### config.mk
export PLATFORM = sky130hd
export DESIGN_NAME = mframeTx
export DESIGN_NICKNAME = d
export VERILOG_FILES = /design/src/rtl/mframeTxPkg.sv /design/src/rtl/mframeTxCtrl.sv /design/src/rtl/mframeTxDp.sv /design/src/rtl/mframeTx.sv
export SDC_FILE = /design/constraint.sdc
export NUM_CORES = 1
export LEC_CHECK = 0
export ABC_AREA = 1
export CAP_MARGIN = 10
export CORE_AREA = 8 8 90 92
export DETAILED_ROUTE_END_ITERATION = 10
export DIE_AREA = 0 0 98 100
export PLACE_DENSITY = 0.91
export SETUP_SLACK_MARGIN = 0.1
export SLEW_MARGIN = 30
export SYNTH_ARGS = -nofsm -noshare
export SYNTH_HDL_FRONTEND = slang
export SYNTH_SLANG_ARGS = --single-unit
### constraint.sdc
create_clock -name clk -period 2.4 [get_ports clk]
set_input_delay 0.72 -clock clk [delete_from_list [all_inputs] [get_ports clk]]
set_output_delay 0.72 -clock clk [all_outputs]
set_load 0.05 [all_outputs]
### src/rtl/mframeTxPkg.sv
package mframeTxPkg;

  localparam int WORD_W = 64;

  localparam logic [WORD_W-1:0] SYNC_PAT  = 64'hA5C3_0F1E_A5C3_0F1E;
  localparam logic [WORD_W-1:0] SCRAM_TAG = 64'h2800_0000_0000_0000;
  localparam logic [WORD_W-1:0] SKIP_PAT  = 64'h1E00_0000_0000_0000;
  localparam logic [WORD_W-1:0] DIAG_TAG  = 64'h6400_0000_0000_0000;

  localparam int LANE_BIT = 33;
  localparam int LINK_BIT = 32;

  // One-hot word-select strobes from control to datapath
  typedef struct packed {
    logic first;
    logic sync;
    logic scram;
    logic skip;
    logic data;
    logic diag;
  } strobeT;

endpackage

### src/rtl/mframeTxCtrl.sv
module mframeTxCtrl
  import mframeTxPkg::*;
#(
  parameter int FRAME_LEN = 8
) (
  input  logic   clk,
  input  logic   rstN,
  input  logic   burstEn,
  input  logic   fifoEmpty,
  output logic   fifoRd,
  output strobeT strobe
);

  localparam int POS_W    = (FRAME_LEN > 2) ? $clog2(FRAME_LEN) : 1;
  localparam int LAST_POS = FRAME_LEN - 1;
  localparam int PAY_LO   = 3;
  localparam int PAY_HI   = FRAME_LEN - 2;

  logic [POS_W-1:0] pos;
  logic             burstReg;
  logic             atFirst;
  logic             atLast;
  logic             inPayload;

  assign atFirst   = (pos == '0);
  assign atLast    = (pos == POS_W'(LAST_POS));
  assign inPayload = (pos >= POS_W'(PAY_LO)) && (pos <= POS_W'(PAY_HI));

  // Slot counter: wraps after the diagnostic slot
  always_ff @(posedge clk or negedge rstN) begin
    if (!rstN) begin
      pos <= '0;
    end else if (atLast) begin
      pos <= '0;
    end else begin
      pos <= pos + 1'b1;
    end
  end

  // Burst decision captured once per metaframe
  always_ff @(posedge clk or negedge rstN) begin
    if (!rstN) begin
      burstReg <= 1'b0;
    end else if (atFirst) begin
      burstReg <= burstEn;
    end
  end

  assign fifoRd = inPayload && burstReg && !fifoEmpty;

  always_comb begin
    strobe       = '0;
    strobe.first = atFirst;
    strobe.sync  = atFirst;
    strobe.scram = (pos == POS_W'(1));
    strobe.diag  = atLast;
    strobe.data  = fifoRd;
    strobe.skip  = (pos == POS_W'(2)) || (inPayload && !fifoRd);
  end

endmodule

### src/rtl/mframeTxDp.sv
module mframeTxDp
  import mframeTxPkg::*;
#(
  parameter int          DATA_W     = WORD_W,
  parameter logic [55:0] SCRAM_SEED = 56'h5A_F00D_C0DE_1234
) (
  input  logic              clk,
  input  logic              rstN,
  input  strobeT            strobe,
  input  logic [DATA_W-1:0] fifoData,
  input  logic              laneOk,
  input  logic              linkOk,
  output logic [DATA_W-1:0] txWord,
  output logic              txCtrl,
  output logic              frameStart
);

  localparam logic [DATA_W-1:0] SYNC_W  = DATA_W'(SYNC_PAT);
  localparam logic [DATA_W-1:0] SCRAM_W = DATA_W'(SCRAM_TAG) | DATA_W'(SCRAM_SEED);
  localparam logic [DATA_W-1:0] SKIP_W  = DATA_W'(SKIP_PAT);
  localparam logic [DATA_W-1:0] DIAG_W  = DATA_W'(DIAG_TAG);

  logic [DATA_W-1:0] nextWord;
  logic              nextCtrl;
  logic [DATA_W-1:0] diagWord;

  always_comb begin
    diagWord           = DIAG_W;
    diagWord[LANE_BIT] = laneOk;
    diagWord[LINK_BIT] = linkOk;
  end

  always_comb begin
    nextWord = SKIP_W;
    nextCtrl = 1'b1;
    unique case (1'b1)
      strobe.sync:  nextWord = SYNC_W;
      strobe.scram: nextWord = SCRAM_W;
      strobe.diag:  nextWord = diagWord;
      strobe.data: begin
        nextWord = fifoData;
        nextCtrl = 1'b0;
      end
      default:      nextWord = SKIP_W;
    endcase
  end

  always_ff @(posedge clk or negedge rstN) begin
    if (!rstN) begin
      txWord     <= '0;
      txCtrl     <= 1'b0;
      frameStart <= 1'b0;
    end else begin
      txWord     <= nextWord;
      txCtrl     <= nextCtrl;
      frameStart <= strobe.first;
    end
  end

endmodule

### src/rtl/mframeTx.sv
module mframeTx
  import mframeTxPkg::*;
#(
  parameter int          DATA_W     = WORD_W,
  parameter int          FRAME_LEN  = 8,
  parameter logic [55:0] SCRAM_SEED = 56'h5A_F00D_C0DE_1234
) (
  input  logic              clk,
  input  logic              rstN,
  input  logic              burstEn,
  input  logic              laneOk,
  input  logic              linkOk,
  input  logic [DATA_W-1:0] fifoData,
  input  logic              fifoEmpty,
  output logic              fifoRd,
  output logic [DATA_W-1:0] txWord,
  output logic              txCtrl,
  output logic              frameStart
);

  strobeT strobe;

  mframeTxCtrl #(
    .FRAME_LEN(FRAME_LEN)
  ) uCtrl (
    .clk      (clk),
    .rstN     (rstN),
    .burstEn  (burstEn),
    .fifoEmpty(fifoEmpty),
    .fifoRd   (fifoRd),
    .strobe   (strobe)
  );

  mframeTxDp #(
    .DATA_W    (DATA_W),
    .SCRAM_SEED(SCRAM_SEED)
  ) uDp (
    .clk       (clk),
    .rstN      (rstN),
    .strobe    (strobe),
    .fifoData  (fifoData),
    .laneOk    (laneOk),
    .linkOk    (linkOk),
    .txWord    (txWord),
    .txCtrl    (txCtrl),
    .frameStart(frameStart)
  );

endmodule

Word-level counts from Yosys, hierarchy flattened
Cells that the tools add are included.
W data, S select, Z words.

word-level totals
  input bits = 70
  flip-flop bits (word level) = 70

operators by class
  muxes and demuxes = 3
  order comparisons = 2
  add/subtract/negate cells = 1
  eq/ne operators = 2
  reductions and logical operators = 5

operators by type and width
  kind                   count
  $pmux W64 S4           1
  $add A3 B1 Y3 const B  1
  $eq A3 B1 Y1 const B   1
  $eq A3 B3 Y1 const B   1
  $ge A3 B2 Y1 const B   1
  $le A3 B3 Y1 const B   1
  $logic_and A1 B1 Y1    3
  $logic_not A3 Y1       1
  $mux W3                1
  $logic_not A1 Y1       1
  $mux W1                1

Longest topological paths before layout
Gate-level depths: netlist of run 1.

  word-level depth = 5
  mapped depth = 10
  mapped depth without buffers = 8

Modules after synthesis
From an unflattened synthesis of run 1, not the netlist that was laid out.

unflattened totals
  cells, all modules = 256
  area, all modules = 2560.0 µm²

by module, submodules not included
  module        instances  cells an instance  area an instance (µm²)  seq. area each (µm²)
  mframeTxDp    1          216                2247.2                  1651.6
  mframeTxCtrl  1          40                 312.8                   100.1

Least setup slack after synthesis of run 1
OpenSTA, ideal clock, no wires.

  path type = input-to-output
  start point = input fifoEmpty
  end point = output fifoRd
  path slack = 0.274 ns
  arrival time = 1.406 ns
  path buffers = 1
  cell stages on the path = 4
  cells stage by stage = nor2_2 -> nand3_4 -> inv_2 -> buf_2

on the way
  word-level cells in the longest chain between the ends = 2

ends and longest elaborated chain
  item                 RTL line            RTL
  from (decl)          mframeTx.sv:14      input logic fifoEmpty,
  $logic_not A1 Y1     mframeTxCtrl.sv:49  assign fifoRd = inPayload && burstReg && !fifoEmpty;
  $logic_and A1 B1 Y1  mframeTxCtrl.sv:49
  to (decl)            mframeTx.sv:15      output logic fifoRd,

No other way between the ends.

Final worst setup path of run 1
  start point = register uCtrl.pos[1]
  end point = output fifoRd

on the way
  word-level cells in the longest chain between the ends = 4
  elaborated cells between the ends (all ways) = 5

ends and longest elaborated chain
  item                                          RTL line            RTL
  from (decl)                                   mframeTxCtrl.sv:19  logic [POS_W-1:0] pos;
  from (signal assigned)                        mframeTxCtrl.sv:36  pos <= pos + 1'b1;
  $ge A3 B2 Y1 or $le A3 B3 Y1 (tied branches)  mframeTxCtrl.sv:27  assign inPayload = (pos >= POS_W'(PAY_LO)) && (pos <= POS_W'(PAY_HI));
  $logic_and A1 B1 Y1 *                         mframeTxCtrl.sv:27
  $logic_and A1 B1 Y1 * (2 in a row)            mframeTxCtrl.sv:49

Mark *: on every way between the ends. The rest lies on a longest branch, timed or not.

==> run metrics, run 1 <==
initial antenna violation count=0; clock latency reported for the late side of the worst-skew pair=around 0.32 ns; horizontal die dimension=98 um; startpoint type of the worst setup path=flop; flop and latch count out of synthesis=70; DRC=0; Max clock buf depth=2; net count after synthesis=between 300 and 400; Area growth syn-to-layout=68.6%; fraction of layout instances using a drive strength above 1=under 10%; highest achievable clock rate=roughly 440 MHz; netlist area before placement=roughly 2500 um^2; Total Die Area=9800 um^2; core utilization of the finished layout=between 60 and 70%; crit path kind=flop to primary output; worst min-delay path category=primary input to asynchronous set/reset pin; total wirelength of the detailed-routed design=roughly 7300 um; clock tree from TritonCTS=done; vias in the first global route=roughly 2,200; portion of the post-synthesis area used by sequential elements=between 60% and 70%; result of the run=finished clean; Arr. time, crit path=1.53 ns; DR pass1 iterations=8; highest net fanout along the worst path=4; summed negative setup slack over all endpoints=0 ns; wire length of the first global-routing pass=between 10,000 and 15,000 um; commonest cells after routing, fill and taps aside=clkdlybuf4s50_1 (133), nand2_1 (97), dfrtp_1 (69); Slew Viols, Final=0; ANT nets after route=0; met1 track demand over resource=about 16%; maximum number of pins on one net before global-route repair=71; total number of vias=2,074; Ant. Diodes=0; placeable core region=between 6000 and 7000 um^2; post-route fraction of the period consumed by the critical path=a little over nine tenths; Critical path origin=uCtrl.pos[1]; starting density of the core=a little under two fifths; input/output buffers=136; count of cells along the worst register-to-register path=10; minimum clock period after layout=approximately 2.2 ns; aggregate global-route resource usage=approximately 15%; die span in y=approximately 100 um; most crowded layer after global routing=met2; Crit path required time=1.68 ns; DR iter-0 viols=40; relative max-transition margin=between 60% and 70%; Synth cell types=18; fraction of met2 tracks used by global routing=about 27%; Clk Tree Root Cell=clkbuf_8; crit end category=primary output; clock skew after layout=~0.0064 ns; sinks on the clock net=70; count of boundary I/O pins=137; count of final setup violators=0; Syn Inst Count=roughly 240; average cell area after synthesis=between 10 and 15 um^2; routability congestion estimate=0.756; fraction of met3 tracks used by global routing=between 4 and 5%; worst flop-to-flop path startpoint=uCtrl.pos[0]; transition time at the pin with the least slew margin=0.576 ns; max-cap check violation count=0; post-route cell area=4270 um^2; unrepaired setup endpoints after global routing=yes; post-detailed-route wirelength per cell=~15 um; H-tree levels=3; clock input transition at the sequential cells of the worst setup and hold paths=0.08 ns; placed wire-length estimate=approximately 5500 um; vias per inst=approximately 4.4; number of standard-cell rows in the floorplan=30; static leakage=roughly 2.0 nW; number of buffers added by the clock tree synthesis step=9; commonest non-fill, non-tap cell in the layout=clkdlybuf4s50_1; power per cell area=547 nW/um^2; total congestion overflow after global routing=0; Hold Violations, Final=0; number of nets in the final layout=~470; Register-to-Register Setup Slack=approximately 0.66 ns; worst IR drop on VDD=between 0.2 and 0.3 mV; placement-stage cell area=3950 um^2; yosys warns=0
==> per-stage QoR <==
step	power, mW	hold slack [ns]	std cells	worst slack, ns
6_report	2.33	0.335	476	0.151
5_1_grt	2.44	0.355	476	0.0587
4_1_cts	2.36	0.537	473	0.107
3_5_place_dp	1.35	0.518	453	0.0123
3_3_place_gp	1.34	0.507	453	0.0304
2_1_floorplan	1.21	0.424	243	0.274
==> registers in the layout, summed over array words and instances, names as in the netlist <==
signal,flops
uCtrl.burstReg,1
uDp.txCtrl,1
uCtrl.pos,3
uDp.txWord,64
uDp.frameStart,1
==> cell usage after synthesis <==
cell | count | area, um^2
nand2_1 | 97 | 364
nor2_2 | 1 | 6.26
nand3_4 | 1 | 17.5
nand3_1 | 2 | 10.0
a21oi_1 | 2 | 10.0
nand2_2 | 1 | 6.26
nand3_2 | 1 | 10.0
o21ai_0 | 2 | 10.0
ha_1 | 6 | 75.1
clkbuf_1 | 1 | 3.75
inv_1 | 27 | 101
nor2_1 | 20 | 75.1
dfrtp_1 | 70 | 1750
buf_4 | 1 | 7.51
buf_2 | 4 | 20.0
buf_6 | 4 | 45.0
nand4_1 | 2 | 12.5
inv_2 | 1 | 3.75
==> critical path: stages (launching register included) <==
cell,delay [ns]
dfrtp_1,0.39
buf_4,0.16
ha_1,0.17
inv_1,0.07
nand3_2,0.12
nand3_4,0.12
inv_4,0.04
buf_12,0.14
==> power by group <==
group	leakage [nW]	switching [mW]	internal (mW)
clock	0.106	0.420	0.584
combinational	1.06	0.0446	0.103
sequential	0.812	0.000332	1.18
total	1.98	0.465	1.87
==> layout make-up <==
class / instances / area [um^2]
multi-input combinational: 135 / 629
clock inverter: 6 / 86.3
timing repair buffer: 147 / 1460
sequential: 70 / 1750
inverter: 28 / 108
tap: 80 / 100
clock buffer: 10 / 128
fill: 530 / 2380
==> final timing paths <==
path,end
max in group asynchronous,uDp.txWord[41]
worst min register to register,uCtrl.pos[0]
worst max-delay path,fifoRd
worst min-delay path,uDp.txWord[7]
min in group clk,uCtrl.pos[0]
worst max register to register,uDp.txWord[22]
==> cells by family after synthesis <==
family | Yosys count | share of synthesized area [%]
flops | 70 | 69.2
buf+inv | 38 | 7.17
simple gates | 125 | 19.8
fa+ha+maj | 6 | 2.97
compound gates | 4 | 0.791
==> layer usage <==
metal  up-vias  routed length [um]
met2        84                3940
met5         -                   0
met4         0                  99
met1       976                2860
li1       1006                   -
met3         8                 426
==> timing repair <==
item | in CTS | in global routing
endpoints found under the setup margin | 1 | 1
hold buffers | 0 | 0
gates cloned | 0 | 0
pin swaps | 4 | 3
buffers inserted | 4 | 2
resized for setup | 4 | 7
Note: power is estimated with default switching activity, not from simulation.
==> run 2: changes to the inputs <==
--- a/config.mk
+++ b/config.mk
@@ -7,12 +7,13 @@
 export LEC_CHECK = 0
 export ABC_AREA = 1
 export CAP_MARGIN = 10
-export CORE_AREA = 8 8 90 92
+export CORE_AREA = 8 8 124 69
 export DETAILED_ROUTE_END_ITERATION = 10
-export DIE_AREA = 0 0 98 100
-export PLACE_DENSITY = 0.91
+export DIE_AREA = 0 0 132 77
+export PLACE_DENSITY = 0.9
 export SETUP_SLACK_MARGIN = 0.1
-export SLEW_MARGIN = 30
+export SLEW_MARGIN = 5
 export SYNTH_ARGS = -nofsm -noshare
 export SYNTH_HDL_FRONTEND = slang
+export SYNTH_HIERARCHICAL = 1
 export SYNTH_SLANG_ARGS = --single-unit
==> run 2 against run 1 <==
Net effect: combinational power fell by 5%; synthesized cell count is 4.1% higher; die area grew 3.7%; fmax down 0.88%; critical path type is now primary input to primary output; largest power group is now clock; highest routed layer unchanged.
==> run metrics, run 2 <==
aggregate global-route resource usage=15.4%; Total Die Area=10,200 um^2; instance count after placement with tap cells included=approximately 470; post-detailed-route wirelength per cell=~15 um; input/output buffers=roughly 140; core utilization of the finished layout=between 60 and 70%; commonest cells after routing, fill and taps aside=clkdlybuf4s50_1 (134), nand2_1 (117), dfrtp_1 (69); result of the run=finished clean; placement-stage cell area=3990 um^2; setup slack of the critical path after layout=between 0.1 and 0.15 ns; placeable core region=around 6900 um^2; clock input transition at the sequential cells of the worst setup and hold paths=about 0.050 ns; number of buffer and inverter stages on the critical path=3; Crit Reg-Reg Endpoint=uDp/txWord[58]; initial antenna violation count=0; total congestion overflow after global routing=0; number of nets in the final layout=about 470; horizontal die dimension=132 um; DR WL met3=826 um; worst IR drop on VDD=slightly above 0.5 mV; summed negative setup slack over all endpoints=0 ns; Ant. Diodes=0; CP max stage delay=about 0.40 ns; number of standard-cell rows in the floorplan=22; Area growth syn-to-layout=71.8%; total wirelength of the detailed-routed design=about 7500 um; Syn Inst Count=approximately 250; Slowest-stage cell, CP=clkdlybuf4s50_1; max reg flops=between 60 and 70; minimum clock period after layout=approximately 2.3 ns; worst setup slack before clock tree synthesis=0.0702 ns; average cell area after synthesis=roughly 10 um^2; Max clock buf depth=2; worst min-delay path category=primary input to asynchronous set/reset pin; largest registers in the final layout=uDp/txWord x64, uCtrl/pos x3; wire length of the first global-routing pass=about 12,000 um; worst hold slack=0.412 ns; unrepaired setup endpoints after global routing=no; sinks on the clock net=70; Hold Violations, Final=0; top routing layer in use=met4; yosys warns=6; count of boundary I/O pins=roughly 140; commonest non-fill, non-tap cell in the layout=clkdlybuf4s50_1; transition time at the pin with the least slew margin=between 0.5 and 0.6 ns; fraction of layout instances using a drive strength above 1=8.61%; highest achievable clock rate=about 440 MHz; FILL cells=about 550; clock skew after layout=around 0.0038 ns; max-cap check violation count=0; ANT nets after route=0; relative max-transition margin=a little over three fifths; startpoint type of the worst setup path=primary input; net count after synthesis=roughly 330; post-route fraction of the period consumed by the critical path=between 90% and 100%; highest net fanout along the worst path=2; maximum number of pins on one net before global-route repair=71; die span in y=77 um; placed wire-length estimate=5600 um; DR iter-0 viols=between 90 and 100; post-route cell area=~4400 um^2; DR pass1 iterations=4; total length of routed met2 wires=3390 um; count of final setup violators=0; clock tree from TritonCTS=done; clock latency reported for the late side of the worst-skew pair=approximately 0.32 ns; crit path kind=primary input to primary output; post-route non-filler standard cell count=between 400 and 500; Crit path required time=about 1.7 ns; count of cells along the worst register-to-register path=8; Slew Viols, Final=0; number of buffers added by the clock tree synthesis step=9; worst flop-to-flop path startpoint=uCtrl/pos[1]; DRC=0; starting density of the core=between 30% and 40%; Arr. time, crit path=1.55 ns; vias in the first global route=about 2,300; Critical Path, Cell by Cell=clkdlybuf4s50_1, inv_1, nand2_2, nor2_4, buf_12; Top reg by flops=uDp/txWord; H-tree levels=3; netlist area before placement=around 2500 um^2; crit end category=primary output; routability congestion estimate=0.775; total number of vias=2,072; overall power=~2.8 mW; Clk Tree Root Cell=clkbuf_16; static leakage=~2.1 nW; Register-to-Register Setup Slack=approximately 0.59 ns; Crit path max-delay family=buffers and inverters; power per cell area=~640 nW/um^2; Post-Route M1 WL=between 3000 and 4000 um; vias per inst=roughly 4.2
## run 2: repair_timing
item,4_1_cts,5_1_grt
hold buffers,0,0
setup buffers,3,0
endpoints found under the setup margin,1,1
pin swaps,1,5
gates resized for setup,2,5
## run 2: per-layer routing
metal	vias up	global-route usage [%]
met3	8	8.97
met1	963	17.3
met5	-	0
met4	0	4.44
met2	92	24.3
li1	1009	-
## run 2: report_power, final
| part | leakage (nW) | switching, mW | internal (mW) |
|---|---|---|---|
| clock network | 0.161 | 0.472 | 1.01 |
| registers | 0.814 | 0.000743 | 1.18 |
| logic | 1.09 | 0.0400 | 0.100 |
| total | 2.06 | 0.513 | 2.29 |
## run 2: how the worst max path moves through the flow
| stage | endpoint | slack [ns] | start | cells past startpoint |
|---|---|---|---|---|
| after CTS | fifoRd | 0.12 | uCtrl/pos[0] | 7 |
| after floorplan | fifoRd | 0.42 | uCtrl/pos[0] | 6 |
| after global routing | fifoRd | 0.10 | uCtrl/pos[0] | 7 |
| after global placement | fifoRd | 0.11 | fifoEmpty | 5 |
| final | fifoRd | 0.13 | fifoEmpty | 5 |
| after detailed placement | fifoRd | 0.07 | fifoEmpty | 5 |
## run 2: final cells by class
class	instances	area [um^2]	area share [%]
Tap cell	96	120	2.74
Sequential cell	70	1750	40.1
Clock inverter	6	111	2.54
Multi-Input combinational cell	140	629	14.4
Inverter	29	109	2.49
Timing Repair Buffer	141	1430	32.6
Clock buffer	9	225	5.15
==> run 3: changes to the inputs <==
--- a/config.mk
+++ b/config.mk
@@ -8,6 +8,7 @@
 export ABC_AREA = 1
 export CAP_MARGIN = 10
 export CORE_AREA = 8 8 124 69
+export CTS_CLUSTER_SIZE = 30
 export DETAILED_ROUTE_END_ITERATION = 10
 export DIE_AREA = 0 0 132 77
 export PLACE_DENSITY = 0.9
==> results of run 3 <==
The final DEF is identical to that of run 2; final timing and power are the same.
